### config.mk
export PLATFORM = sky130hd
export DESIGN_NAME = crc32_refl_engine
export DESIGN_NICKNAME = d
export VERILOG_FILES = /design/src/rtl/crc32_pkg.sv /design/src/rtl/crc32_byte_fold.sv /design/src/rtl/crc32_lfsr_reg.sv /design/src/rtl/crc32_residue_flag.sv /design/src/rtl/crc32_out_fmt.sv /design/src/rtl/crc32_refl_engine.sv
export SDC_FILE = /design/constraint.sdc
export NUM_CORES = 1
export LEC_CHECK = 0
export BUFFER_PORTS_ARGS = -buffer_cell sky130_fd_sc_hd__clkbuf_2
export CORE_ASPECT_RATIO = 1.75
export CORE_MARGIN = 2
export CORE_UTILIZATION = 25
export DETAILED_ROUTE_END_ITERATION = 12
export GPL_TIMING_DRIVEN = 0
export PLACE_DENSITY = 0.45
export SLEW_MARGIN = 20
export SYNTH_ARGS = -nofsm -noshare
export SYNTH_HDL_FRONTEND = slang
export SYNTH_SLANG_ARGS = --single-unit
### constraint.sdc
create_clock -name clk -period 6.4 [get_ports clk]
set_clock_uncertainty 0.05 [all_clocks]
set_input_delay 0.32 -clock clk [delete_from_list [all_inputs] [get_ports clk]]
set_output_delay 0.32 -clock clk [all_outputs]
set_load 0.02 [all_outputs]
### src/rtl/crc32_pkg.sv
package crc32_pkg;
    localparam int CRC_W  = 32;
    localparam int BYTE_W = 8;

    localparam logic [CRC_W-1:0] POLY    = 32'h04C11DB7;
    localparam logic [CRC_W-1:0] PRESET  = 32'hFFFFFFFF;
    localparam logic [CRC_W-1:0] RESIDUE = 32'hC704DD7B;

    typedef logic [CRC_W-1:0]  crc_t;
    typedef logic [BYTE_W-1:0] byte_t;

    typedef struct packed {
        logic  sof;
        logic  valid;
        byte_t data;
    } beat_t;

    // One serial step of the non-reflected LFSR
    function automatic crc_t lfsr_step(input crc_t s, input logic b);
        logic fb;
        fb = s[CRC_W-1] ^ b;
        return {s[CRC_W-2:0], 1'b0} ^ (fb ? POLY : '0);
    endfunction

    function automatic crc_t reflect(input crc_t v);
        crc_t r;
        for (int i = 0; i < CRC_W; i++) r[i] = v[CRC_W-1-i];
        return r;
    endfunction
endpackage

### src/rtl/crc32_byte_fold.sv
module crc32_byte_fold
    import crc32_pkg::*;
#(
    parameter int W = BYTE_W
) (
    input  crc_t         cur_i,
    input  logic [W-1:0] d_i,
    output crc_t         nxt_o
);
    crc_t acc;
    always_comb begin
        acc = cur_i;
        // bit 0 of the byte enters first: reflection at the byte boundary
        for (int i = 0; i < W; i++) acc = lfsr_step(acc, d_i[i]);
        nxt_o = acc;
    end
endmodule

### src/rtl/crc32_lfsr_reg.sv
module crc32_lfsr_reg
    import crc32_pkg::*;
(
    input  logic  clk,
    input  logic  rst,
    input  beat_t beat_i,
    output crc_t  state_o,
    output crc_t  next_o
);
    crc_t state_q;
    crc_t base;
    crc_t folded;

    always_comb base = beat_i.sof ? PRESET : state_q;

    crc32_byte_fold #(.W(BYTE_W)) fold_i (
        .cur_i(base),
        .d_i  (beat_i.data),
        .nxt_o(folded)
    );

    always_ff @(posedge clk) begin
        if (rst)               state_q <= PRESET;
        else if (beat_i.valid) state_q <= folded;
        else if (beat_i.sof)   state_q <= PRESET;
    end

    assign state_o = state_q;
    assign next_o  = folded;

    assert_idle_hold_R6: assert property (@(posedge clk) disable iff (rst)
        (!beat_i.valid && !beat_i.sof) |=> $stable(state_q));
    assert_sof_preset_R2: assert property (@(posedge clk) disable iff (rst)
        (beat_i.sof && !beat_i.valid) |=> (state_q == PRESET));
endmodule

### src/rtl/crc32_residue_flag.sv
module crc32_residue_flag
    import crc32_pkg::*;
(
    input  logic clk,
    input  logic rst,
    input  logic sof_i,
    input  logic valid_i,
    input  crc_t next_i,
    output logic pass_o
);
    logic pass_q;

    always_ff @(posedge clk) begin
        if (rst || sof_i) pass_q <= 1'b0;
        else if (valid_i) pass_q <= (next_i == RESIDUE);
    end

    assign pass_o = pass_q;

    assert_sof_clears_pass_R9: assert property (@(posedge clk) disable iff (rst)
        sof_i |=> !pass_q);
    assert_pass_idle_hold_R6: assert property (@(posedge clk) disable iff (rst)
        (!valid_i && !sof_i) |=> $stable(pass_q));
endmodule

### src/rtl/crc32_out_fmt.sv
module crc32_out_fmt
    import crc32_pkg::*;
(
    input  crc_t state_i,
    output crc_t word_o
);
    assign word_o = reflect(~state_i);
endmodule

### src/rtl/crc32_refl_engine.sv
module crc32_refl_engine
    import crc32_pkg::*;
(
    input  logic        clk,
    input  logic        rst,
    input  logic        sof_i,
    input  logic        valid_i,
    input  logic [7:0]  data_i,
    output logic [31:0] crc_o,
    output logic        pass_o
);
    beat_t beat;
    crc_t  state;
    crc_t  next_crc;

    assign beat = '{sof: sof_i, valid: valid_i, data: data_i};

    crc32_lfsr_reg reg_i (
        .clk    (clk),
        .rst    (rst),
        .beat_i (beat),
        .state_o(state),
        .next_o (next_crc)
    );

    crc32_residue_flag chk_i (
        .clk    (clk),
        .rst    (rst),
        .sof_i  (sof_i),
        .valid_i(valid_i),
        .next_i (next_crc),
        .pass_o (pass_o)
    );

    crc32_out_fmt fmt_i (
        .state_i(state),
        .word_o (crc_o)
    );

    assert_pass_means_residue_R7: assert property (@(posedge clk) disable iff (rst)
        pass_o |-> (state == RESIDUE));
    assert_reset_state_R1: assert property (@(posedge clk)
        rst |=> (crc_o == 32'h0 && !pass_o));
endmodule

==> results of run 1 <==
-- state kept, by name (all words and copies together) (netlist names) --
register and count:
chk_i.pass_o 1, reg_i.state_o 32
-- placed cells by master (no fill, tap or decap), drive strengths merged, types with 5 or more instances in the layout --
| master | synthesis | routed |
|---|---|---|
| nor3 | 21 | 21 |
| xor2 | 20 | 20 |
| o22ai | 5 | 5 |
| o21ai | 5 | 5 |
| a21oi | 19 | 19 |
| nand2 | 9 | 9 |
| clkbuf | 17 | 61 |
| nor4 | 5 | 5 |
| nor2 | 50 | 50 |
| dfxtp | 33 | 33 |
| buf | 15 | 15 |
| nand2b | 11 | 11 |
| xnor2 | 72 | 72 |
| mux2i | 7 | 7 |
| or2 | 18 | 18 |
| a31oi | 9 | 9 |
| inv | 36 | 36 |
-- worst paths after layout --
kind | from | endpoint | slack [ns] | cells after the start
worst max-delay path | reg_i.state_o[26]$_SDFF_PP1_ | chk_i.pass_o$_SDFFE_PP0P_ | 3.53 | 8
worst min-delay path | rst | reg_i.state_o[7]$_SDFF_PP1_ | 0.30 | 2
worst max register to register | reg_i.state_o[26]$_SDFF_PP1_ | chk_i.pass_o$_SDFFE_PP0P_ | 3.53 | 8
worst min register to register | reg_i.state_o[23]$_SDFF_PP1_ | reg_i.state_o[23]$_SDFF_PP1_ | 0.54 | 2
-- synthesized netlist by cell type, types with 3 or more instances --
library cell  count
nor2_1           49
nor4_1            5
nor3_1           21
xor2_1           19
o22ai_1           5
clkbuf_1         16
nand2_1           8
a31oi_1           9
nor2b_1           3
dfxtp_1          33
a211o_1           3
buf_2            13
inv_1            35
xnor2_2           5
nand3_1           3
mux2i_1           7
o21ai_0           5
xnor2_1          66
o32ai_1           4
or2_2            17
a21o_1            4
nand2b_1         11
and2_1            4
a21oi_1          19
-- power breakdown --
group          internal [mW]  switching [mW]  leakage, nW
clock network          0.195          0.0987       0.0841
registers              0.240          0.0344        0.273
logic                  0.240           0.357         1.22
-- layout make-up --
cell class                 instances  area [sq um]  share of cell area (%)
clock buffer                       7         142.6                   4.069
sequential                        33         660.6                   18.84
buffer                            32         137.6                   3.926
multi-input combinational        294          2043                   58.28
tap                              135         168.9                   4.818
inverter                          36         137.6                   3.926
timing repair buffer              37         185.2                   5.282
clock inverter                     1         30.03                  0.8565
-- stage by stage --
| stage | hold WS (ns) | std cells |
|---|---|---|
| 4_1_cts | 0.2893 | 575 |
| 6_report | 0.2964 | 575 |
| 5_1_grt | 0.3018 | 575 |
| 2_1_floorplan | 0.3736 | 395 |
| 3_3_place_gp | 0.5117 | 567 |
| 3_5_place_dp | 0.5205 | 567 |
-- routing by layer --
metal  vias to the layer above  part of all wire [%]  wire (um)
li1                       1365                     -          -
met1                      1316                    37       3920
met2                        85                    55       5894
met3                        30                   3.6        390
met4                         0                   4.9        527
met5                         -                     0          0
-- cell families after synthesis --
kind of cell | after synthesis | share of synthesized area, %
flip-flops | 33 | 22.18
AND/OR/NAND/NOR | 135 | 23.06
adder cells (fa/ha/maj) | 1 | 0.4199
AO/OA/AOI/OAI | 57 | 12.43
multiplexers | 8 | 2.730
XOR/XNOR | 93 | 29.95
buffers and inverters | 68 | 9.240
==> flow_summary.toml, run 1 <==
[route]
avgRoutedWirePerCell_um = 18.66
ant_nets = 0
vias = 2796
first_pass_iters = 5
drc = 0
drt_iter0_drc = 154
wl_mm = 10.73
viasPerCell = 4.863

[hold_path]
hold_class = "in -> reg"

[logic_synthesis]
synthFlopType = "dfxtp_1"
async_flop_share_pct = 0
yosys_warnings = 0
syn_avg_cell_area_sq_um = 7.542
yosysTopAreaCell = "dfxtp_1"
netlist_area_sq_um = 2979
synthTopCellsByArea = "dfxtp_1 (22%), xnor2_1 (19%), nor2_1 (6.2%)"
ys_ff_latch = 33
yosysTopAreaCellShare_pct = 22.18
syn_inst = 395
syn_nets = 408
yosysSeqAreaShare_pct = 22.18
synth-edff-count = 0
yosys.cell_types.count = 49

[grt]
use_met2_pct = 32.54
grt-ovfl-total = 0
antenna_found_initial = 0
busiest_layer = "met2"
grt_usage_pct = 17.49
grt_pass1_wl_mm = 16.63
grtUsageMet3_pct = 1.887
grt_pass1_vias = 2806
grt_use_met1_pct = 18.72
grt_max_degree = 11

[cts]
cts-hold-fix-buffers = 0
cts_resized = 0
path_clk_slew_ns = 0.06
cts.sinks = 33
ctsRootBufferMaster = "clkbuf_16"
numCtsBuffers = 5
htreeDepth = 2
cts_tree = "done"
clock_latency_ns = 0.28
cts_setup_buffers = 0
cts_max_path_buffers = 2

[floorplan]
rows = 52
num_io_pins = 45
coreArea_sq_um = 11580
initial_utilization_pct = 25.72
dieWidth_um = 86.52
design.die.area_sq_um = 12840
dieHeight_um = 148.4

[worst_setup_path]
crit_buf_inv = 1
crit_family = "XOR/XNOR gates"
critPathMaxStageDelay_ns = 0.60
startpoint_type = "register"
crit_path_end_kind = "register"
path_cells = "clkbuf_1 > nor2_1 > xnor2_1 > xnor2_2 > xor2_1 > mux2i_1 > a2111oi_2 > a21o_1"
critical-path-slowest-cell = "xnor2_1"
cp_max_fo = 6
arrival_ns = 3.01
path_class = "reg -> reg"
required_ns = 6.53

[placement]
gp_congestion = 0.9637
dpl_worst_slack_ns = 3.272
placed_cell_area_sq_um = 3333
dp_hpwl_mm = 8.399
io_buffers = 37

[finish]
fill_cells = 1315
nets = 452
syn2layout_area_growth_pct = 17.68
final_util_pct = 30.27
drive_gt1_share_pct = 20.00
n_antenna_cell = 0
fin_area_sq_um = 3506

[sta]
final_min_period_over_clock_period_pct = 44.89
worst_pin_slew_ns = 0.7230
rsz0062_at_grt = "false"
fmax_mhz = 348.1
period_needed_ns = 2.873
setup_tns_ns = 0
drv_slew = 0
setup_viol = 0
layout_setup_ws_ns = 3.527
slew_headroom_pct = 51.45
hold_viol_final = 0

[power_and_ir_drop]
finalPower_mw = 1.165
p_leak_nw = 1.574
ir_worst_vdd_v = 0.0001256
p_per_area_nw_per_um2 = 332.3

[run_status]
status = "completed"

[job]
drv_cap = 0
No activity file was read; power rests on OpenSTA's default activity.
==> inputs of run 2 (changes only) <==
==> constraint.sdc (replaced) <==
create_clock -name clk -period 2.8 [get_ports clk]
set_clock_uncertainty 0.05 [all_clocks]
set_input_delay 0.14 -clock clk [delete_from_list [all_inputs] [get_ports clk]]
set_output_delay 0.14 -clock clk [all_outputs]
set_load 0.02 [all_outputs]
==> flow_summary.toml, run 2 (synthesis results as in run 1) <==
[worst_setup_path]
ff2ff_path_depth = 8
regToRegEndpoint = "chk_i.pass_o$_SDFFE_PP0P_"
reg2reg_slack_ns = 0.14
path_depth = 8
crit_buf_inv = 1
path_class = "reg -> reg"
cp_max_fo = 6
path_cells = "clkbuf_1 > nor2_1 > xnor2_2 > xnor2_2 > xor2_1 > mux2i_1 > a2111oi_2 > a21o_1"
endpoint = "chk_i.pass_o$_SDFFE_PP0P_"
crit_start = "reg_i.state_o[26]$_SDFF_PP1_"
r2r_start = "reg_i.state_o[26]$_SDFF_PP1_"
critical-path-slowest-cell = "mux2i_1"
startpoint_type = "register"
cp_common_cell = "xnor2_2"
critPathMaxStageDelay_ns = 0.41
arrival_ns = 2.79
crit_path_end_kind = "register"
required_ns = 2.93
crit_family = "XOR/XNOR gates"

[job]
drv_cap = 0

[sta]
setup_viol = 0
final_min_period_over_clock_period_pct = 94.96
rsz0062_at_grt = "false"
hold_viol_final = 0
drv_slew = 0
worst_pin_slew_ns = 0.7172
period_needed_ns = 2.659
slew_headroom_pct = 52.02
fmax_mhz = 376.1
setup_tns_ns = 0
layout_setup_ws_ns = 0.1410
holdWs_ns = 0.1152

[power_and_ir_drop]
ir_worst_vdd_v = 0.0002870
p_per_area_nw_per_um2 = 756.5
finalPower_mw = 2.679
p_leak_nw = 1.590

[grt]
grt_pass1_vias = 2818
grt_max_degree = 11
antenna_found_initial = 0
grt_usage_pct = 17.52
grt-ovfl-total = 0
grt_pass1_wl_mm = 16.66

[cts]
cts_tree = "done"
ctsRootBufferMaster = "clkbuf_16"
path_clk_slew_ns = 0.06
clock_latency_ns = 0.29
htreeDepth = 2
cts.sinks = 33
cts_setup_buffers = 0
numCtsBuffers = 5
cts_max_path_buffers = 2

[finish]
drive_gt1_share_pct = 20.91
syn2layout_area_growth_pct = 18.86
fill_cells = 1308
largest_reg_flops = 32
final_common_cell = "xnor2_1"
nets = 452
final_cell_mix = "xnor2_1 (64), nor2_1 (49), clkbuf_2 (39)"
n_antenna_cell = 0

[floorplan]
dieHeight_um = 148.4
initial_utilization_pct = 25.72
design.die.area_sq_um = 12840
dieWidth_um = 86.52
rows = 52
num_io_pins = 45
coreArea_sq_um = 11580

[placement]
gp_congestion = 0.9637
dpl_worst_slack_ns = -0.1481
dp_hpwl_mm = 8.399
io_buffers = 37

[route]
avgRoutedWirePerCell_um = 18.72
first_pass_iters = 4
ant_nets = 0
drt_iter0_drc = 164
wl_mm = 10.77
vias = 2771
drc = 0
viasPerCell = 4.819

[run_status]
status = "completed"

[hold_path]
hold_class = "in -> reg"
## run 2: layer usage
layer / vias to the layer above / GRT usage, % / wire length [um]
li1: 1364 / - / -
met1: 1304 / 18.72 / 3939
met2: 75 / 32.12 / 5940
met3: 28 / 1.998 / 337
met4: 0 / 10.31 / 548
met5: - / 0 / 0
## run 2: worst register-to-register path, stage by stage, from the launching register on
cell,delay [ns]
dfxtp_1,0.30
clkbuf_1,0.34
nor2_1,0.17
xnor2_2,0.39
xnor2_2,0.25
xor2_1,0.40
mux2i_1,0.41
a2111oi_2,0.07
a21o_1,0.18
## run 2: timing repair
item | in CTS | in global routing
setup endpoints to repair | 2 | 5
gates resized for setup | 1 | 4
hold buffers | 0 | 0
## run 2: where the power goes
part | leakage, nW | switching, mW | internal (mW)
clock | 0.0841 | 0.225 | 0.445
sequential | 0.273 | 0.0786 | 0.548
combinational | 1.23 | 0.822 | 0.559
## run 2: how the worst min path moves through the flow
| stage | startpoint | endpoint | slack (ns) | cells after the start |
|---|---|---|---|---|
| finish | rst | reg_i.state_o[7]$_SDFF_PP1_ | 0.12 | 2 |
| global route | rst | reg_i.state_o[7]$_SDFF_PP1_ | 0.12 | 2 |
| CTS | rst | reg_i.state_o[7]$_SDFF_PP1_ | 0.11 | 2 |
| detailed placement | rst | reg_i.state_o[7]$_SDFF_PP1_ | 0.40 | 2 |
| global placement | rst | reg_i.state_o[7]$_SDFF_PP1_ | 0.40 | 2 |
| floorplan | rst | reg_i.state_o[10]$_SDFF_PP1_ | 0.19 | 1 |
## run 2: layout make-up
class,instances,area (sq um),share of cell area (%)
sequential,33,660.6,18.66
inverter,36,137.6,3.887
buffer,32,138.9,3.922
clock inverter,1,30.03,0.8481
timing repair buffer,37,185.2,5.230
multi-input combinational,294,2077,58.66
clock buffer,7,142.6,4.028
tap,135,168.9,4.770
## run 2: metrics by stage
stage / utilization, % / area (sq um) / cells
after global placement: 28.78 / 3333 / 567
after floorplan: - / 2979 / 395
final: 30.57 / 3541 / 575
after detailed placement: 28.78 / 3333 / 567
after CTS: 30.34 / 3513 / 575
after global routing: 30.57 / 3541 / 575
